File: config.mk
export PLATFORM = sky130hd
export DESIGN_NAME = credit_service_picker
export DESIGN_NICKNAME = d
export VERILOG_FILES = /design/src/rtl/csp_pkg.sv /design/src/rtl/csp_pending.sv /design/src/rtl/csp_arbiter.sv /design/src/rtl/csp_credit.sv /design/src/rtl/credit_service_picker.sv
export SDC_FILE = /design/constraint.sdc
export NUM_CORES = 1
export LEC_CHECK = 0
export ABC_CLOCK_PERIOD_IN_PS = 63600
export BUFFER_PORTS_ARGS = -buffer_cell sky130_fd_sc_hd__buf_4
export CELL_PAD_IN_SITES_DETAIL_PLACEMENT = 0
export CELL_PAD_IN_SITES_GLOBAL_PLACEMENT = 1
export CORE_MARGIN = 2
export CORE_UTILIZATION = 44
export DETAILED_ROUTE_END_ITERATION = 8
export PLACE_DENSITY = 0.79
export REMOVE_ABC_BUFFERS = 1
export SLEW_MARGIN = 20
export SYNTH_ARGS = -nofsm -noshare
export SYNTH_HDL_FRONTEND = slang
export SYNTH_SLANG_ARGS = --single-unit
File: constraint.sdc
create_clock -name clk -period 63.6 [get_ports clk]
set_clock_uncertainty 0.2 [all_clocks]
set_input_delay 6.36 -clock clk [delete_from_list [all_inputs] [get_ports clk]]
set_output_delay 6.36 -clock clk [all_outputs]
set_load 0.005 [all_outputs]
File: src/rtl/csp_pkg.sv
// Shared constants and action encoding for the credit service picker.
// Assumes nothing beyond IEEE 1800-2017.
package csp_pkg;
    localparam int unsigned CSP_NCH    = 20;
    localparam int unsigned CSP_WW     = 4;
    localparam int unsigned CSP_BUDGET = 100;

    // What the top-level controller does in a given cycle.
    typedef enum logic [2:0] {
        ACT_IDLE,
        ACT_PICK,
        ACT_RELOAD,
        ACT_SERVICE,
        ACT_HOLD
    } csp_act_e;
endpackage

File: src/rtl/csp_pending.sv
// Pending-flag array: event pulses set a flag, acknowledges clear it.
// A set wins over a clear in the same cycle. Assumes a synchronous active-low reset.
module csp_pending #(
    parameter int unsigned NCH = 20
) (
    input  logic           clk,
    input  logic           rst_n,
    input  logic [NCH-1:0] evt_i,
    input  logic [NCH-1:0] ack_i,
    output logic [NCH-1:0] pend_o
);
    logic [NCH-1:0] pend_q;

    // Update flags: clear the acknowledged ones, then OR in new events.
    always_ff @(posedge clk) begin
        if (!rst_n) pend_q <= '0;
        else        pend_q <= (pend_q & ~ack_i) | evt_i;
    end

    assign pend_o = pend_q;

    // an event always leaves its flag set
    a_r2_set_wins: assert property (@(posedge clk) disable iff (!rst_n)
        $past(rst_n) |-> ((pend_q & $past(evt_i)) == $past(evt_i)));
    // an acknowledge with no event clears the flag
    a_r2_ack_clears: assert property (@(posedge clk) disable iff (!rst_n)
        $past(rst_n) |-> ((pend_q & $past(ack_i & ~evt_i)) == '0));
endmodule

File: src/rtl/csp_arbiter.sv
// Combinational credit arbiter: finds the pending channel with the strictly
// largest non-zero credit. A tie resolves to the lowest index.
// Assumes the credits arrive packed, with channel i in row i.
module csp_arbiter #(
    parameter int unsigned NCH = 20,
    parameter int unsigned WW  = 4,
    localparam int unsigned CHW = $clog2(NCH)
) (
    input  logic [NCH-1:0]         pend_i,
    input  logic [NCH-1:0][WW-1:0] wt_i,
    output logic                   found_o,
    output logic [CHW-1:0]         best_o
);
    logic [WW-1:0] best_wt;

    // Linear scan: a strict greater-than keeps the earliest maximum.
    always_comb begin
        found_o = 1'b0;
        best_o  = '0;
        best_wt = '0;
        for (int i = 0; i < NCH; i++) begin
            if (pend_i[i] && (wt_i[i] > best_wt)) begin
                found_o = 1'b1;
                best_o  = CHW'(i);
                best_wt = wt_i[i];
            end
        end
    end

    // a reported winner is pending and has credit
    always_comb begin
        if (found_o) begin
            a_r3_pick_eligible: assert (pend_i[best_o] && (wt_i[best_o] != '0));
        end
    end
endmodule

File: src/rtl/csp_credit.sv
// Per-channel credit counters. A reload copies every default. A decrement
// hits one receive-type channel and stops at zero. Reset loads the defaults.
module csp_credit #(
    parameter int unsigned  NCH     = 20,
    parameter int unsigned  WW      = 4,
    parameter logic [NCH-1:0] RX_MASK = 20'h55555,
    localparam int unsigned CHW     = $clog2(NCH)
) (
    input  logic                   clk,
    input  logic                   rst_n,
    input  logic [NCH*WW-1:0]      dflt_i,
    input  logic                   reload_i,
    input  logic                   dec_i,
    input  logic [CHW-1:0]         dec_ch_i,
    output logic [NCH-1:0][WW-1:0] wt_o
);
    logic [NCH-1:0][WW-1:0] wt_q;

    for (genvar g = 0; g < NCH; g++) begin : g_ch
        // One counter per channel: a reset or reload loads it, a service on a receive channel takes one.
        always_ff @(posedge clk) begin
            if (!rst_n || reload_i)
                wt_q[g] <= dflt_i[g*WW +: WW];
            else if (dec_i && (dec_ch_i == CHW'(g)) && RX_MASK[g] && (wt_q[g] != '0))
                wt_q[g] <= wt_q[g] - 1'b1;
        end
    end

    assign wt_o = wt_q;

    // a reload leaves every counter equal to its default
    a_r6_reload_loads: assert property (@(posedge clk) disable iff (!rst_n)
        reload_i |=> (wt_q == $past(dflt_i)));
    // servicing a transmit channel leaves all credit untouched
    a_r5_tx_keeps: assert property (@(posedge clk) disable iff (!rst_n)
        (dec_i && !reload_i && !RX_MASK[dec_ch_i]) |=> $stable(wt_q));
endmodule

File: src/rtl/credit_service_picker.sv
// Top: ties the pending flags, credit counters and arbiter together. It holds
// the registered selection and enforces the per-round selection budget.
// Assumes svc_i refers to the selection currently held on the outputs.
module credit_service_picker
    import csp_pkg::*;
#(
    parameter int unsigned    NCH     = CSP_NCH,
    parameter int unsigned    WW      = CSP_WW,
    parameter int unsigned    BUDGET  = CSP_BUDGET,
    parameter logic [NCH-1:0] RX_MASK = 20'h55555,
    localparam int unsigned   CHW     = $clog2(NCH),
    localparam int unsigned   BW      = $clog2(BUDGET + 1)
) (
    input  logic              clk,
    input  logic              rst_n,
    input  logic [NCH-1:0]    evt_i,
    input  logic [NCH-1:0]    ack_i,
    input  logic              req_i,
    input  logic              svc_i,
    input  logic              resume_i,
    input  logic [NCH*WW-1:0] dflt_wt_i,
    output logic [NCH-1:0]    pend_o,
    output logic              sel_valid_o,
    output logic [CHW-1:0]    sel_chan_o,
    output logic              yield_o
);
    logic [NCH-1:0]         pend;
    logic [NCH-1:0][WW-1:0] wt;
    logic                   found;
    logic [CHW-1:0]         best;
    logic                   sel_v_q;
    logic [CHW-1:0]         sel_c_q;
    logic [BW-1:0]          cnt_q;
    logic                   spent;
    csp_act_e               act;

    csp_pending #(.NCH(NCH)) u_pend (
        .clk(clk), .rst_n(rst_n), .evt_i(evt_i), .ack_i(ack_i), .pend_o(pend)
    );

    csp_arbiter #(.NCH(NCH), .WW(WW)) u_arb (
        .pend_i(pend), .wt_i(wt), .found_o(found), .best_o(best)
    );

    csp_credit #(.NCH(NCH), .WW(WW), .RX_MASK(RX_MASK)) u_cred (
        .clk(clk), .rst_n(rst_n), .dflt_i(dflt_wt_i),
        .reload_i(act == ACT_RELOAD),
        .dec_i(act == ACT_SERVICE), .dec_ch_i(sel_c_q),
        .wt_o(wt)
    );

    assign spent = (cnt_q == BW'(BUDGET));

    // Decode this cycle's action; a service pulse blocks any request.
    always_comb begin
        if (svc_i)
            act = sel_v_q ? ACT_SERVICE : ACT_IDLE;
        else if (!req_i)
            act = ACT_IDLE;
        else if (spent || (pend == '0))
            act = ACT_HOLD;
        else if (found)
            act = ACT_PICK;
        else
            act = ACT_RELOAD;
    end

    // Selection register: load on a grant, clear on service or a refused request.
    always_ff @(posedge clk) begin
        if (!rst_n) begin
            sel_v_q <= 1'b0;
            sel_c_q <= '0;
        end else begin
            case (act)
                ACT_PICK: begin
                    sel_v_q <= 1'b1;
                    sel_c_q <= best;
                end
                ACT_RELOAD, ACT_HOLD, ACT_SERVICE: sel_v_q <= 1'b0;
                default: ;
            endcase
        end
    end

    // Round budget: counts grants, restarts on resume or an empty pending set.
    always_ff @(posedge clk) begin
        if (!rst_n || resume_i || (pend == '0)) cnt_q <= '0;
        else if (act == ACT_PICK)              cnt_q <= cnt_q + 1'b1;
    end

    assign pend_o      = pend;
    assign sel_valid_o = sel_v_q;
    assign sel_chan_o  = sel_c_q;
    assign yield_o     = spent;

    // the grant count never passes the budget
    a_r7_budget_cap: assert property (@(posedge clk) disable iff (!rst_n)
        cnt_q <= BW'(BUDGET));
    // no grant while the budget is spent
    a_r7_no_grant_spent: assert property (@(posedge clk) disable iff (!rst_n)
        (yield_o && req_i) |=> !sel_valid_o);
    // a service pulse consumes the held selection
    a_r5_svc_consumes: assert property (@(posedge clk) disable iff (!rst_n)
        (svc_i && sel_valid_o) |=> !sel_valid_o);
    // an empty pending set restarts the round
    a_r8_round_restart: assert property (@(posedge clk) disable iff (!rst_n)
        (pend_o == '0) |=> !yield_o);
endmodule

==> summary.md <==
| Metric | Value |
|---|---|
| Cells after synthesis | between 900 and 1k |
| CTS Buf Count | 17 |
| Multi-input logic area | roughly 0.0055 mm^2 |
| Worst-margin pin slew | around 0.90 ns |
| Max cap viols | 0 |
| Post-CTS Setup Inserts | 0 |
| CP max FO | 35 |
| Row cnt | 52 |
| Simple-gate share of the synthesized area | between 15 and 20% |
| Detailed router's first-iteration violation count | between 600 and 700 |
| Minimum clock period | between 30 and 40 ns |
| R2R depth | 160 |
| Synth-to-layout area growth | 21.9% |
| R2r startpoint | u_cred.wt_o[0] |
| Htree depth | 4 |
| Nets | 1,312 |
| Clk pin slew, worst setup/hold paths | about 0.060 ns |
| Slew margin rel. | roughly 40% |
| Via count of the routed design | 7,893 |
| Crit path top cell by count | ha_1 |
| Vias in the first global route | 7,646 |
| Synth cell types | 90 |
| Max incr delay on CP | about 0.56 ns |
| # diodes | 0 |
| Outcome | finished, final reports clean |
| Worst endpoint required time | approximately 64 ns |
| Port buffer count | between 150 and 200 |
| Post-synth top flop | edfxtp_1 |
| Busiest grt layer | met2 |
| Core area | between 0.02 and 0.025 mm^2 |
| CP startpoint kind | register |
| Initial core utilization | between 40 and 50% |
| Sequential share of the synthesized area | about 34% |
| Setup slack after layout | ~26 ns |
| Dpl cells | about 1.4k |
| Routability cong. | ~0.87 |
| Skew-Pair Late Insertion Delay | 0.43 ns |
| Number of synthesized register bits | 113 |
| Cell Count, Final, Fillers Out | ~1.4k |
| Commonest non-fill, non-tap cells in the layout | 152 x buf_4, 107 x inv_1, 80 x edfxtp_1 |
| Post-synthesis xor/xnor area fraction | roughly 2.8% |
| Mapped Area | 0.00907 mm^2 |
| Reg2Reg Setup Slack | roughly 26 ns |
| Cts hold-fix bufs | 0 |
| Hpwl dp | approximately 19,000 um |
| Worst EP arrival | 37.75 ns |
| Commonest non-fill, non-tap cell in the layout | buf_4 |
| Post-placement setup slack | 26.30 ns |
| Die H | 148 um |
| Syn avg cell area | 9.37 um^2 |
| Max clock buf depth | 2 |
| Ys Warns | 0 |
| Hold EP | cnt_q[1] |
| RSZ-0062 raised after global routing | no |
| Period utilisation layout | about 60% |
| Crit Path Category | register to register |
| Yosys top cell area share | between 20% and 30% |
| M1 GR Usage | between 30% and 40% |
| Post-synth EDFFs | 80 |
| Main combinational cell family by area after synthesis | compound AO/OA/AOI/OAI gates |
| Initial antenna violation count | 0 |
| GR Overflow Total | 0 |
| Post-detailed-route count of antenna-violating nets | 0 |
| Fmax | 26.5 MHz |
| Synth area leaders | edfxtp_1 26%, ha_1 9.9%, dfxtp_1 7.3% |
| Pre-Repair DR Iteration Count | 5 |
| Adder-Cell Fraction of Synth Area | 10.3% |
| Filler Cell Count | around 1.9k |
| CTS tree | done |
| HP Class | register to register |
| Setup crit end kind | register |
| Setup TNS | 0 ns |
| Detailed Route WL | 24,800 um |
| Chip width | approximately 150 um |
| Post-detailed-route DRC marker count | 0 |
| Vias per Instance | 5.65 |
| WL/cell | between 15 and 20 um |
| Compound-cell area share of the yosys netlist | around a fifth |
| Layout cell share with drive strength beyond 1 | 22.3% |
| Root buf cell | clkbuf_16 |
| Clock sink count | about 110 |
| Number of I/O pins | approximately 150 |
| Die ar. | 0.0218 mm^2 |
| Synth async-reset ratio | 0% |
| Yosys top cell by area | edfxtp_1 |
| Post-synthesis mux area share | about a tenth |
| GR Util met3 | 3.49% |
| Reg area | around 0.0031 mm^2 |
| Final Hold Violating Endpoints | 0 |
| Met2 GRT Util | between 30% and 40% |
| Critical-path top delay cell | a2111oi_0 |
| Global-route wire length before repair | 39,800 um |
| # setup viols final | 0 |
| FF-to-FF End | u_cred.wt_o[24] |
| Largest net degree at the start of global routing | 36 |
| GRT Resource Usage Total | 22.9% |
| Hold Path Origin | cnt_q[1] |
| Post-cts sizing count | 0 |
| Hold-critical path depth | 2 |
| Slew Limit Fails | 0 |
per-stage QoR:
stage	area, um^2	utilization (%)	hold slack, ns
finish	11100	54.6	0.287
detailed placement	10400	51.5	0.271
global placement	10400	51.5	0.263
floorplan	8940	-	0.246
global route	11100	54.6	0.320
CTS	11100	54.6	0.281
registers in the layout (all words and copies together), names as in the netlist:
| signal | count |
|---|---|
| sel_chan_o | 5 |
| u_pend.pend_o | 20 |
| cnt_q | 7 |
| sel_valid_o | 1 |
| u_cred.wt_o | 80 |
how the worst max path moves through the flow:
stage / from / to / slack [ns] / depth (start not counted)
global placement: u_cred.wt_o[1] / u_cred.wt_o[16] / 26.93 / 160
global route: u_cred.wt_o[0] / u_cred.wt_o[0] / 22.80 / 162
detailed placement: u_cred.wt_o[0] / u_cred.wt_o[24] / 26.30 / 159
floorplan: u_cred.wt_o[0] / u_cred.wt_o[72] / 31.35 / 158
CTS: u_cred.wt_o[0] / u_cred.wt_o[24] / 26.15 / 160
finish: u_cred.wt_o[0] / u_cred.wt_o[24] / 25.80 / 160
logic make-up after synthesis:
logic type / after synthesis
and+or+nand+nor: 295
AOI/OAI and AO/OA: 246
buffers and inverters: 133
DFF: 113
muxes: 79
adders and majority gates: 75
xor gates and xnor gates: 27
worst max-delay path: cells and delay by family (launching register included):
family	cells	cell delay [ns]
compound gates	62	13.56
buf+inv	16	2.06
mux	17	5.97
fa+ha+maj	22	5.80
simple gates	43	9.38
flops	1	0.40
cell type report:
cell class              count  share of cell area (%)
clock buffers              17                    3.85
clock inverters            15                    1.89
inverters                 109                    3.70
multi-input cells         722                    49.5
flip-flops and latches    113                    27.7
well taps                 270                    3.06
repair buffers            152                    10.3
synthesized netlist by cell type, types with 5 or more instances:
cell,instances
a21o_1,19
a21oi_1,38
a31oi_1,16
a41o_1,5
and2_1,15
and3_1,14
buf_2,5
clkbuf_1,14
dfxtp_1,33
edfxtp_1,80
ha_1,72
inv_1,107
mux2_1,10
mux2_2,21
mux2_4,19
mux2i_1,29
nand2_1,74
nand2b_1,12
nand3_1,30
nand4_1,15
nor2_1,49
nor2b_1,25
nor3_1,19
nor3b_1,11
nor4_1,5
o211ai_1,15
o21a_1,28
o21ai_0,38
o21ai_1,6
o22ai_1,6
o31ai_1,11
or3_1,5
xnor2_1,6
xor2_1,20
layer usage:
metal | vias to the layer above | wire (um)
li1 | 3902 | -
met1 | 3718 | 12100
met2 | 257 | 11300
met3 | 16 | 1250
met4 | 0 | 208
met5 | - | 0
Power is not shown: default switching activity piles up to over one toggle a cycle in this logic, so the estimate is an artifact.
